===== src/rtl/pei_pkg.sv =====
package pei_pkg;
  localparam int OFF_EVENT = 'h0C;
  localparam int OFF_ENABLE = 'h10;
  localparam int OFF_EDGESEL = 'h14;

  typedef enum logic [1:0] {
    SEL_NONE,
    SEL_EVENT,
    SEL_ENABLE,
    SEL_EDGESEL
  } reg_sel_e;
endpackage


===== src/rtl/pei_pin_sync.sv =====
module pei_pin_sync #(
  parameter int NPINS = 32,
  parameter int STAGES = 2
) (
  input  logic             clk_i,
  input  logic             rst_i,
  input  logic [NPINS-1:0] pin_i,
  input  logic [NPINS-1:0] fall_only_i,
  output logic [NPINS-1:0] hit_o
);
  localparam int TOP = STAGES - 1;

  for (genvar n = 0; n < NPINS; n++) begin : g_pin
    logic [STAGES-1:0] chain_q;
    logic              prev_q;

    always_ff @(posedge clk_i) begin
      if (rst_i) begin
        chain_q <= '0;
        prev_q  <= 1'b0;
      end else begin
        chain_q <= {chain_q[STAGES-2:0], pin_i[n]};
        prev_q  <= chain_q[TOP];
      end
    end

    always_comb begin
      if (fall_only_i[n]) hit_o[n] = prev_q & ~chain_q[TOP];
      else                hit_o[n] = prev_q ^ chain_q[TOP];
    end
  end
endmodule


===== src/rtl/pei_regfile.sv =====
module pei_regfile
  import pei_pkg::*;
#(
  parameter int NPINS = 32,
  parameter int DW = 32,
  parameter int AW = 8
) (
  input  logic             clk_i,
  input  logic             rst_i,
  input  logic             req_i,
  input  logic             we_i,
  input  logic [AW-1:0]    addr_i,
  input  logic [DW-1:0]    wdata_i,
  input  logic [NPINS-1:0] hit_i,
  output logic [DW-1:0]    rdata_o,
  output logic [NPINS-1:0] ev_o,
  output logic [NPINS-1:0] en_o,
  output logic [NPINS-1:0] fall_only_o
);
  localparam int SPARE = DW - NPINS;

  logic [NPINS-1:0] ev_q, en_q, fsel_q;
  logic [NPINS-1:0] wr_lane;
  logic [DW-1:0]    ev_word, en_word, fsel_word;
  logic [DW-1:0]    rdata_q;
  reg_sel_e         sel;

  // lane n <-> word bit DW-1-n
  for (genvar n = 0; n < NPINS; n++) begin : g_map
    assign wr_lane[n]           = wdata_i[DW-1-n];
    assign ev_word[DW-1-n]      = ev_q[n];
    assign en_word[DW-1-n]      = en_q[n];
    assign fsel_word[DW-1-n]    = fsel_q[n];
  end
  if (SPARE > 0) begin : g_spare
    assign ev_word[SPARE-1:0]   = '0;
    assign en_word[SPARE-1:0]   = '0;
    assign fsel_word[SPARE-1:0] = '0;
  end

  always_comb begin
    if (addr_i == AW'(OFF_EVENT))        sel = SEL_EVENT;
    else if (addr_i == AW'(OFF_ENABLE))  sel = SEL_ENABLE;
    else if (addr_i == AW'(OFF_EDGESEL)) sel = SEL_EDGESEL;
    else                                 sel = SEL_NONE;
  end

  logic do_wr, do_rd;
  logic [NPINS-1:0] ack_lane;
  assign do_wr    = req_i & we_i;
  assign do_rd    = req_i & ~we_i;
  assign ack_lane = (do_wr && sel == SEL_EVENT) ? wr_lane : '0;

  always_ff @(posedge clk_i) begin
    if (rst_i) begin
      ev_q   <= '0;
      en_q   <= '0;
      fsel_q <= '0;
    end else begin
      ev_q <= (ev_q & ~ack_lane) | hit_i;
      if (do_wr && sel == SEL_ENABLE)  en_q   <= wr_lane;
      if (do_wr && sel == SEL_EDGESEL) fsel_q <= wr_lane;
    end
  end

  always_ff @(posedge clk_i) begin
    if (rst_i) begin
      rdata_q <= '0;
    end else if (do_rd) begin
      case (sel)
        SEL_EVENT:   rdata_q <= ev_word;
        SEL_ENABLE:  rdata_q <= en_word;
        SEL_EDGESEL: rdata_q <= fsel_word;
        default:     rdata_q <= '0;
      endcase
    end
  end

  assign rdata_o     = rdata_q;
  assign ev_o        = ev_q;
  assign en_o        = en_q;
  assign fall_only_o = fsel_q;
endmodule


===== src/rtl/pei_irq_merge.sv =====
module pei_irq_merge #(
  parameter int NPINS = 32
) (
  input  logic             clk_i,
  input  logic             rst_i,
  input  logic [NPINS-1:0] ev_i,
  input  logic [NPINS-1:0] en_i,
  output logic             irq_o
);
  logic irq_q;

  always_ff @(posedge clk_i) begin
    if (rst_i) irq_q <= 1'b0;
    else       irq_q <= |(ev_i & en_i);
  end

  assign irq_o = irq_q;
endmodule


===== src/rtl/port_edge_intc.sv =====
module port_edge_intc #(
  parameter int NPINS = 32,
  parameter int DW = 32,
  parameter int AW = 8,
  parameter int SYNC_STAGES = 2
) (
  input  logic             clk_i,
  input  logic             rst_i,
  input  logic [NPINS-1:0] pin_i,
  input  logic             bus_req_i,
  input  logic             bus_we_i,
  input  logic [AW-1:0]    bus_addr_i,
  input  logic [DW-1:0]    bus_wdata_i,
  output logic [DW-1:0]    bus_rdata_o,
  output logic             irq_o
);
  logic [NPINS-1:0] edge_hit;
  logic [NPINS-1:0] ev_lane, en_lane, fsel_lane;

  pei_pin_sync #(.NPINS(NPINS), .STAGES(SYNC_STAGES)) u_sync (
    .clk_i       (clk_i),
    .rst_i       (rst_i),
    .pin_i       (pin_i),
    .fall_only_i (fsel_lane),
    .hit_o       (edge_hit)
  );

  pei_regfile #(.NPINS(NPINS), .DW(DW), .AW(AW)) u_regs (
    .clk_i       (clk_i),
    .rst_i       (rst_i),
    .req_i       (bus_req_i),
    .we_i        (bus_we_i),
    .addr_i      (bus_addr_i),
    .wdata_i     (bus_wdata_i),
    .hit_i       (edge_hit),
    .rdata_o     (bus_rdata_o),
    .ev_o        (ev_lane),
    .en_o        (en_lane),
    .fall_only_o (fsel_lane)
  );

  pei_irq_merge #(.NPINS(NPINS)) u_irq (
    .clk_i (clk_i),
    .rst_i (rst_i),
    .ev_i  (ev_lane),
    .en_i  (en_lane),
    .irq_o (irq_o)
  );
endmodule


===== config.mk =====
export PLATFORM = sky130hd
export DESIGN_NAME = port_edge_intc
export DESIGN_NICKNAME = d
export VERILOG_FILES = /design/src/rtl/pei_pkg.sv /design/src/rtl/pei_pin_sync.sv /design/src/rtl/pei_regfile.sv /design/src/rtl/pei_irq_merge.sv /design/src/rtl/port_edge_intc.sv
export SDC_FILE = /design/constraint.sdc
export NUM_CORES = 1
export LEC_CHECK = 0
export ABC_AREA = 1
export CAP_MARGIN = 10
export CORE_UTILIZATION = 63
export CTS_CLUSTER_DIAMETER = 100
export DETAILED_ROUTE_END_ITERATION = 6
export DONT_BUFFER_PORTS = 1
export GPL_ROUTABILITY_DRIVEN = 1
export PLACE_DENSITY = 0.76
export SLEW_MARGIN = 20
export SYNTH_ARGS = -nofsm -noshare
export SYNTH_HDL_FRONTEND = slang
export SYNTH_SLANG_ARGS = --single-unit
export TNS_END_PERCENT = 30

===== constraint.sdc =====
create_clock -name clk_i -period 1.2 [get_ports clk_i]
set_input_delay 0.12 -clock clk_i [delete_from_list [all_inputs] [get_ports clk_i]]
set_output_delay 0.12 -clock clk_i [all_outputs]
set_load 0.02 [all_outputs]

[After elaboration in Yosys (flattened, before gate mapping)]
Cells that the tools add are included.
Word-level totals
  output and inout port bits: 33
  bits in registers: 225
  logic and storage cells: 219
Cells by class
  reduce and logical (&&, ||, !) cells: 4
  multiplexer cells: 37
  equality and inequality tests: 6
  bitwise operators: 103
Operators by type and width (count)
  $pmux W32 S3: 1
  $and A32 B32 Y32: 2
  $and A1 B1 Y1: 34
  $not A1 Y1: 33
  $mux W1: 32
  $mux W32: 1
  $not A32 Y32: 1
  $or A32 B32 Y32: 1
  $reduce_or A32 Y1: 1
  $xor A1 B1 Y1: 32
  $eq A8 B5 Y1 const B: 2
  $eq A8 B4 Y1 const B: 1
  $mux W2: 3
  $eq A2 B2 Y1 const B: 2
  $logic_and A1 B1 Y1: 3
  $eq A2 B1 Y1 const B: 1

[Longest topological paths before layout]
  depth in word-level cells: 10
  mapped depth: 9

[Cells and area by module]
A second synthesis with hierarchy kept.
Unflattened totals
  cells, all modules: 1184
  area total of the unflattened synthesis: 9063.7 µm²
Modules (own cells, without submodules)
  pei_regfile: sequential area each 2562.5 µm², cells an instance 725, times used 1, area an instance 5311.3 µm²
  pei_pin_sync: sequential area each 1921.8 µm², cells an instance 395, times used 1, area an instance 3494.6 µm²
  pei_irq_merge: sequential area each 20.0 µm², cells an instance 64, times used 1, area an instance 257.7 µm²

[Worst setup path after synthesis]
No wires, ideal clock.
  path kind: input -> register
  start point: in bus_addr_i[0]
  end point: reg u_regs.fsel_q[24] (netlist: u_regs.fall_only_o[24])
  cell stages on the path: 7
  slack: 0.097 ns
  data arrival time: 0.975 ns
  required time: 1.072 ns
  path buffers: 1
  cell sequence: inv_1 -> nand2_1 -> nor2_2 -> nand3_2 -> clkbuf_1 -> o21ai_0 -> a21oi_1
Between the ends
  cells in the longest elaborated chain, start to end: 6
  elaborated cells between the ends (all ways): 8
  classes of those cells: eq/ne: 4; mux: 3; reduce/logical: 1
RTL lines
  from (decl): RTL line port_edge_intc.sv:12  | input logic [AW-1:0] bus_addr_i,
  $eq A8 B5 Y1: RTL line pei_regfile.sv:44  | else if (addr_i == AW'(OFF_EDGESEL)) sel = SEL_EDGESEL;
  $mux W2: RTL line pei_regfile.sv:44
  $mux W2: RTL line pei_regfile.sv:43  | else if (addr_i == AW'(OFF_ENABLE)) sel = SEL_ENABLE;
  $mux W2 *: RTL line pei_regfile.sv:42  | if (addr_i == AW'(OFF_EVENT)) sel = SEL_EVENT;
  $eq A2 B2 Y1 *: RTL line pei_regfile.sv:62  | if (do_wr && sel == SEL_EDGESEL) fsel_q <= wr_lane;
  $logic_and A1 B1 Y1 *: RTL line pei_regfile.sv:62
  to (signal assigned): RTL line pei_regfile.sv:62
  to (decl): RTL line pei_regfile.sv:22  | logic [NPINS-1:0] ev_q, en_q, fsel_q;
Every way passes the cells marked *; elsewhere a longest branch is shown, timed or not.
A chain may end at the register's enable or synchronous reset.

==> out/metrics.yaml <==
synth_area_um2: 8920
fin_crit_sh: 0.984
max_stage_delay_ns: 0.55
syn_inst: 1154
grt_first_pass_wirelength_um: 35500
dieArea_um2: 14600
worstHoldPathType: "input port to flop"
power_switching_share: 0.213
status: "complete, but fails checks"
period_minus_slack_ns: 1.18
whs_ns: -0.295
cp_slowest_cell: "dlygate4sd3_1"
p_per_area_nw_per_um2: 1420
avgRoutedWirePerCell_um: 14.7
num_rows: 43
clock_sinks: 225
synth_area_leaders: "dfxtp_1, nand3_1, inv_1"
total_power_mw: 16.3
synth.most_common_cell: "dfxtp_1"
drt_iter0_markers: 718
cp.required_ns: 1.59
io_buffers: 0
dr_total_vias: 7949
skew_ns: 0.0143
register_area_um2: 4510
ys_seq_area_frac: 0.505
cap_viol_max_count: 0
p_leak_nw: 5.24
syn_to_final_growth_pct: 28.1
yosysWarnings: 0
power_frac_seq: 0.478
antenna_found_initial: 0
ys_ff_latch: 225
fillers: 892
internal_power_mw: 12.8
cts_tree: "done"
drtPass1Iterations: 6
p_clk_frac: 0.465
failed_checks: "hold timing"
layout-drive-gt1-share: 0.0729
grt_max_degree: 163
cts_hold_buf: 133
initial_core_util: 0.645
nets: 1394
dpl.hpwl_um: 11500
power_switching_mw: 3.47
yosys.area.top_type: "dfxtp_1"
synthesis.nets: 1262
synth_cell_types: 21
die_x_um: 121
antennaDiodeCount: 0
endpoint_kind: "flop"
fp.coreArea_um2: 13800
insertion_delay_ns: 0.51
worstPathCellList: "o21ai_1 > a21oi_1 > dlygate4sd3_1"
grt_usage: 0.300
drv_slew: 0
drt_wl_total_um: 21800
grt-ovfl-total: 0
grt_pass1_vias: 7545
clk_pin_slew_worst_paths_ns: 0.06
rsz0062_at_grt: "true"
cts_htree_levels: 1
relSlewSlack: 0.786
multi_input_area_um2: 3430
fmax_mhz: 847
dieHeight_um: 121
gp_congestion: 0.823
synth_edf_count: 0
ys_top_cells_by_count: "dfxtp_1, inv_1, nand2_1"
yosys.area.top_type_share: 0.505
critical_path_arrival_ns: 1.57
cp-start-kind: "flop"
clk_path_buf_depth: 3
cp_max_fo: 3
worstMarginPinSlew_ns: 0.321
numCtsBuffers: 23
synth_flop_cell: "dfxtp_1"
antenna_left: 0
finalHoldViolCount: 65
post-route-drc-count: 0
setup_violations: 0
critical_path_class: "flop to flop"
syn_area_per_cell_um2: 7.73
peakVddDrop_v: 0.00131
async_flop_share: 0
combPwrFrac: 0.056
vias_per_cell: 5.36
ioPinCount: 109
cts_root_buf: "clkbuf_16"
==> layout make-up <==
type	instances	share of cell area
sequential	225	0.395
multi-input combinational	690	0.300
clock inverter	8	0.0107
tap	180	0.0197
inverter	176	0.0578
clock buffer	34	0.0610
timing repair buffer	170	0.156
==> routing by layer <==
metal  vias up  global-route usage  part of all wire
met5         -                   0                 0
met4         0               0.110             0.032
met3        67              0.0512             0.067
met2       299               0.505              0.48
met1      3632               0.386              0.42
li1       3951                   -                 -
==> worst max-delay path, delay by kind of cell (launching register included) <==
family | cells | cell delay, ns
buffers and inverters | 1 | 0.55
DFF | 1 | 0.33
AOI/OAI and AO/OA | 2 | 0.19
==> power by group through the flow <==
stage	combinational, mW	clock [mW]	sequential (mW)
after global placement	0.572	0	7.94
after detailed placement	0.594	0	7.95
after CTS	0.880	7.61	7.78
final	0.915	7.58	7.79
after global routing	1.03	7.96	7.81
after floorplan	0.524	0	7.92
==> flip-flops by register name (all words and copies together), names as in the netlist <==
register              count
u_sync.g_pin.chain_q     64
u_regs.en_o              32
u_regs.ev_o              32
u_regs.fall_only_o       32
u_regs.rdata_o           32
u_sync.g_pin.prev_q      32
u_irq.irq_o               1
==> what timing repair did <==
action                                  CTS  global route
gates resized for setup                   0             7
endpoints found under the hold margin   225            65
setup buffers                             0             5
endpoints found under the setup margin    0             4
==> cells in the final DEF (no fill, tap or decap), drive strengths merged, types with 4 or more instances in the layout <==
| cell type | synthesis | layout |
|---|---|---|
| ha | 32 | 32 |
| o21ai | 128 | 128 |
| dlygate4sd3 | 0 | 132 |
| buf | 37 | 36 |
| nand3 | 132 | 132 |
| dfxtp | 225 | 225 |
| a21oi | 131 | 131 |
| inv | 176 | 177 |
| nand2 | 150 | 150 |
| nor2 | 115 | 115 |
| clkbuf | 26 | 35 |
| clkinv | 0 | 4 |
==> stage by stage <==
step | instance area [um^2] | setup TNS, ns | util | std cells | setup slack [ns]
detailed placement | 9190 | -0.164 | 0.665 | 1302 | -0.0481
global placement | 9190 | 0 | 0.665 | 1302 | 0.0501
finish | 11400 | 0 | 0.826 | 1483 | 0.0187
floorplan | 8920 | 0 | - | 1154 | 0.0967
global route | 11400 | -0.113 | 0.826 | 1483 | -0.0465
CTS | 11300 | 0 | 0.820 | 1477 | 0.0163
==> worst paths after layout <==
path,start,end,slack (ns),cells past startpoint
max,u_regs.en_o[27],u_regs.en_o[27],0.02,3
min,rst_i,u_regs.ev_o[28],-0.30,1
max reg2reg,u_regs.en_o[27],u_regs.en_o[27],0.02,3
min reg2reg,u_regs.rdata_o[18],u_regs.rdata_o[18],0.47,2
==> logic make-up after synthesis <==
logic type                 after synthesis  synth area share
adders and majority gates               32            0.0449
DFF                                    225             0.505
buffers and inverters                  239             0.111
AOI/OAI and AO/OA                      259             0.146
and+or+nand+nor                        399             0.193
No activity file was read; power rests on OpenSTA's default activity.
